===== config.mk =====
export PLATFORM = sky130hd
export DESIGN_NAME = audio_delay_line
export DESIGN_NICKNAME = d
export VERILOG_FILES = /design/src/rtl/audio_delay_line.sv
export SDC_FILE = /design/constraint.sdc
export NUM_CORES = 2
export LEC_CHECK = 0
export BUFFER_PORTS_ARGS = -buffer_cell sky130_fd_sc_hd__clkbuf_2
export CAP_MARGIN = 20
export CORE_UTILIZATION = 55
export CTS_BUF_LIST = sky130_fd_sc_hd__clkbuf_16
export CTS_CLUSTER_SIZE = 28
export DETAILED_ROUTE_END_ITERATION = 8
export GPL_TIMING_DRIVEN = 0
export PLACE_DENSITY = 0.75
export SLEW_MARGIN = 5
export SYNTH_ARGS = -nofsm -noshare
export SYNTH_HDL_FRONTEND = slang
export SYNTH_SLANG_ARGS = --single-unit

===== constraint.sdc =====
create_clock -name clk -period 4.9 [get_ports clk]
set_input_delay 1.225 -clock clk [delete_from_list [all_inputs] [get_ports clk]]
set_output_delay 1.225 -clock clk [all_outputs]
set_load 0.01 [all_outputs]

===== src/rtl/audio_delay_line.sv =====
module audio_delay_line #(
  parameter int DATA_W = 16,
  parameter int ADDR_W = 8
) (
  input  logic              clk,
  input  logic              rst_n,
  input  logic              sample_strobe,
  input  logic [DATA_W-1:0] sample_in,
  input  logic [ADDR_W:0]   delay_set,
  input  logic              delay_load,
  output logic [DATA_W-1:0] sample_out
);
  localparam int DEPTH = 1 << ADDR_W;
  localparam logic [ADDR_W-1:0] MAX_DLY = ADDR_W'(DEPTH - 1);
  localparam logic [ADDR_W:0]   FULL    = (ADDR_W+1)'(DEPTH);

  typedef enum logic [1:0] {ST_IDLE, ST_RD, ST_WR} slot_t;
  slot_t state;

  logic [DATA_W-1:0] mem [DEPTH];
  logic [DATA_W-1:0] ram_q, hold;
  logic [ADDR_W-1:0] wr_ptr, rd_ptr, cur_delay, pend_delay, req_clamped, ram_addr;
  logic [ADDR_W:0]   fill;
  logic              pend_v, ram_we;

  assign req_clamped = (delay_set == '0)   ? ADDR_W'(1) :
                       (delay_set >= FULL) ? MAX_DLY    : delay_set[ADDR_W-1:0];
  assign ram_we   = (state == ST_WR);
  assign ram_addr = (state == ST_RD) ? rd_ptr : wr_ptr;

  always_ff @(posedge clk) begin
    if (ram_we) mem[ram_addr] <= hold;
    ram_q <= mem[ram_addr];
  end

  always_ff @(posedge clk) begin
    if (!rst_n) begin
      state      <= ST_IDLE;
      wr_ptr     <= '0;
      rd_ptr     <= MAX_DLY;
      cur_delay  <= ADDR_W'(1);
      pend_delay <= ADDR_W'(1);
      pend_v     <= 1'b0;
      fill       <= '0;
      hold       <= '0;
      sample_out <= '0;
    end else begin
      if (delay_load) begin
        pend_delay <= req_clamped;
        pend_v     <= 1'b1;
      end
      case (state)
        ST_IDLE: begin
          if (pend_v) begin
            rd_ptr    <= wr_ptr - pend_delay;
            cur_delay <= pend_delay;
            if (!delay_load) pend_v <= 1'b0;
          end
          if (sample_strobe) begin
            hold  <= sample_in;
            state <= ST_RD;
          end
        end
        ST_RD: state <= ST_WR;
        default: begin
          sample_out <= (fill >= {1'b0, cur_delay}) ? ram_q : '0;
          wr_ptr     <= wr_ptr + 1'b1;
          rd_ptr     <= rd_ptr + 1'b1;
          if (fill != FULL) fill <= fill + 1'b1;
          state      <= ST_IDLE;
        end
      endcase
    end
  end

  assert_out_hold_R3: assert property (@(posedge clk) disable iff (!rst_n)
    (state != ST_WR) |=> $stable(sample_out));

  assert_one_step_R7: assert property (@(posedge clk) disable iff (!rst_n)
    (state != ST_WR) |=> $stable(wr_ptr));

  assert_ptr_advance_R2: assert property (@(posedge clk) disable iff (!rst_n)
    (state == ST_WR) |=> (wr_ptr == $past(wr_ptr) + 1'b1));

  assert_ptr_gap_R5: assert property (@(posedge clk) disable iff (!rst_n)
    (state == ST_IDLE && !pend_v) |-> (ADDR_W'(wr_ptr - rd_ptr) == cur_delay));

  assert_delay_range_R6: assert property (@(posedge clk) disable iff (!rst_n)
    (cur_delay != '0) && (pend_delay != '0));

  assert_zero_fill_R4: assert property (@(posedge clk) disable iff (!rst_n)
    (state == ST_WR && fill < {1'b0, cur_delay}) |=> (sample_out == '0));

  assert_fill_cap_R4: assert property (@(posedge clk) disable iff (!rst_n)
    fill <= FULL);
endmodule


==> summary.md <==
| Metric | Value |
|---|---|
| CTS tree | done |
| Netlist cell types | 50 |
| Gpl congestion | 1.00 |
| VDD IR max | 0.353 mV |
| Failing checks | setup timing |
| Initial antenna violation count | 43 |
| Initial Utilization | 55.3% |
| Synth top area cells | edfxtp_1 (80%), a22oi_1 (10%), a21oi_1 (3.5%) |
| Leak | 55.3 nW |
| Synth Instances | 8913 |
| Core ar. | 0.279 mm^2 |
| Most Crowded Layer GR | met2 |
| Final WS setup | -0.347 ns |
| Routed WL | 490000 um |
| Mean post-synth cell area | 17.3 um^2 |
| Nets | 9714 |
| Max clock buf depth | 4 |
| GR Layer Usage met3 | 9.66% |
| DR DRC count | 0 |
| Hpwl dp | 334000 um |
| Total power | 74.0 mW |
| Die area | 0.283 mm^2 |
| GR Util met1 | 44.2% |
| Int Pwr | 57.2 mW |
| Slew Viols, Final | 0 |
| Register area share after synthesis | 80.9% |
| Largest net degree at the start of global routing | 81 |
| Final Hold Vio Count | 0 |
| Post-DRT Antenna Nets | 0 |
| Cell accounting for the most synthesized area | edfxtp_1 |
| Met2 usage | 49.5% |
| Syn. warnings | 0 |
| Final setup viols | 31 |
| Routed via count | 96989 |
| Synth Net Count | 8962 |
| Main synth FF type | edfxtp_1 |
| Setup CP Type | reg -> reg |
| IO Count | 45 |
| Max cap viols | 0 |
| Switching share of total power | 22.8% |
| Nature of the critical path startpoint | flop |
| Clock skew | 0.0561 ns |
| H-tree levels | 5 |
| Period utilization | 107% |
| Fin crit period | 5.25 ns |
| Worst-margin pin slew | 1.27 ns |
| CP Data Arrival Time | 5.95 ns |
| Clock group share of total power | 40.0% |
| Clock Pin Slew Worst Setup and Hold Paths | 0.07 ns |
| Mapped Area | 0.154 mm^2 |
| EDFF count, synth | 4096 |
| Crit path max-delay cell type | o41ai_1 |
| Detailed-router iteration count before antenna repair | 9 |
| Crit path cell chain | nand2b_1 -> buf_6 -> nand3_1 -> o21ai_1 -> buf_2 -> clkbuf_2 -> clkbuf_1 -> a22oi_1 -> a21oi_1 -> o41ai_1 -> a41oi_1 -> or4_1 |
| Max transition margin | 14.7% |
| Status | complete, but fails checks |
| Drt initial violations | 18765 |
| Combinational share of power | 6.5% |
| Total global routing overflow | 0 |
| CP Capture Type | flop |
| Switch Pwr | 16.8 mW |
| Pwr dens | 416 mW/mm^2 |
| Num rows | 194 |
| Worst hold path class | reg -> reg |
| TritonCTS buffer count | 394 |
| Reg power frac | 53.5% |
| First-pass GRT wire length | 673000 um |
| Ratio of cells with drive above 1 in the final layout | 14.6% |
| Vias in the first global route | 92020 |
| Total track usage | 33.8% |
| Largest fanout on the critical path | 10 |
| Unrepaired setup endpoints after global routing | true |
| Vias per std cell | 7.06 |
| Skew-Pair Late Insertion Delay | 0.95 ns |
| Fmax | 191 MHz |
| Yosys reg bits | 4188 |
| Layout area overhead | 15.3% |
| Synth async-reset ratio | 0% |
| Die H | 532 um |
| Port Buffer Count | 43 |
| Root buffer cell | clkbuf_16 |
| Post-DR wirelength/cell | 35.7 um |
| Worst EP required | 5.60 ns |
| CTS Sinks | 4188 |
| Die Wd | 532 um |
| Top-area cell type share of the netlist area | 79.7% |
| Final hold slack | 0.420 ns |
| Worst path max stage delay | 0.80 ns |
| Total negative slack | -3.14 ns |
[synthesized netlist by cell type, types with 7 or more instances]
cell type and count:
a21oi_1 1065, a22o_1 16, a22oi_1 2048, a41oi_1 64
buf_1 29, buf_2 150, buf_6 9, clkbuf_1 470
dfxtp_1 92, edfxtp_1 4096, ha_1 19, inv_1 27
nand2_1 103, nand2b_1 7, nand3_1 24, nand4_1 11
nor2_1 290, o21ai_0 28, o31ai_1 7, o41ai_1 256
or4_1 16, xnor2_1 11, xor2_1 8
[cells in the final DEF, fill, tap and decap left out, types with 25 or more instances in the layout]
cell type	count
buf_16	61
a41oi_1	36
clkbuf_2	111
bufinv_16	33
clkinv_2	70
diode_2	33
inv_1	115
dfxtp_1	76
clkbuf_1	388
nor2_1	153
o41ai_2	93
o41ai_1	154
nor2_4	36
a41oi_2	28
buf_2	175
edfxtp_1	4096
clkinv_1	81
nor2_2	101
nand2_1	97
a21oi_1	1065
clkbuf_16	400
buf_6	68
buf_4	108
buf_8	54
a22oi_1	2048
buf_1	25
[final cells by class]
class | count | area, um^2
Sequential cell | 4188 | 125000
Fill cell | 18257 | 101000
Multi-Input combinational cell | 4035 | 28300
Clock buffer | 400 | 10000
Tap cell | 3724 | 4660
Timing Repair Buffer | 362 | 4590
Buffer | 656 | 2880
Clock inverter | 309 | 2330
Inverter | 28 | 105
Antenna cell | 33 | 82.6
[power by group through the flow]
stage                     clock network (mW)  logic (mW)  registers (mW)
after floorplan                            0        1.95            40.7
after global placement                     0        3.52            41.3
after detailed placement                   0        4.46            40.3
after CTS                               29.4        4.56            39.6
after global routing                    30.8        4.88            39.6
final                                   29.6        4.82            39.6
[per-stage QoR]
step	utilization [%]	instances	setup slack (ns)	instance area (um^2)
final	63.7	13735	-0.347	178000
after global routing	63.7	13708	-0.103	178000
after CTS	63.5	13700	-0.0199	177000
after detailed placement	58.7	12996	-1.35	164000
after global placement	57.0	12680	-5.24	159000
after floorplan	-	8913	0.647	154000
[metal layers]
metal  wire, um  up-vias  share of wire, %
li1           -    38660                 -
met1     164000    48319                33
met2     216000     8493                44
met3      72400     1501                15
met4      38000       16               7.8
met5         95        -             0.019
[critical path, delay by kind of cell, from the launching register on]
kind | cells | cell delay (ns)
DFF | 1 | 0.49
buffers and inverters | 4 | 1.47
AOI/OAI and AO/OA | 5 | 2.01
and+or+nand+nor | 3 | 1.03
[path summary, 6_finish.rpt]
kind            start            end  slack (ns)  cells after the start
max          state[0]       ram_q[3]       -0.35                     12
max reg2reg  state[0]       ram_q[3]       -0.35                     12
min          ram_q[2]  sample_out[2]        0.42                      1
min reg2reg  ram_q[2]  sample_out[2]        0.42                      1
[logic make-up (layout without fill, tap and decap cells)]
family | count (synthesis) | after routing | share of synthesized area (%)
fa+ha+maj | 20 | 20 | 0.167
other cells | 0 | 33 | 0
flops | 4188 | 4188 | 80.9
compound gates | 3509 | 3509 | 15.6
simple gates | 484 | 484 | 1.33
xor+xnor | 19 | 19 | 0.108
mux | 3 | 3 | 0.0195
buf+inv | 690 | 1755 | 1.85
[registers in the layout (all words and copies together), names as in the netlist, 8 cells and up]
name        cells
mem          4096
hold           16
ram_q          16
sample_out     16
fill            9
cur_delay       8
pend_delay      8
rd_ptr          8
wr_ptr          8
[repair_timing]
action | CTS | global route
hold buffers | 0 | 0
setup buffers | 0 | 2
gates resized for setup | 208 | 97
pin swaps | 1 | 1
cloned | 0 | 0
endpoints found under the setup margin | 3785 | 650
(Power assumes the default switching activity.)
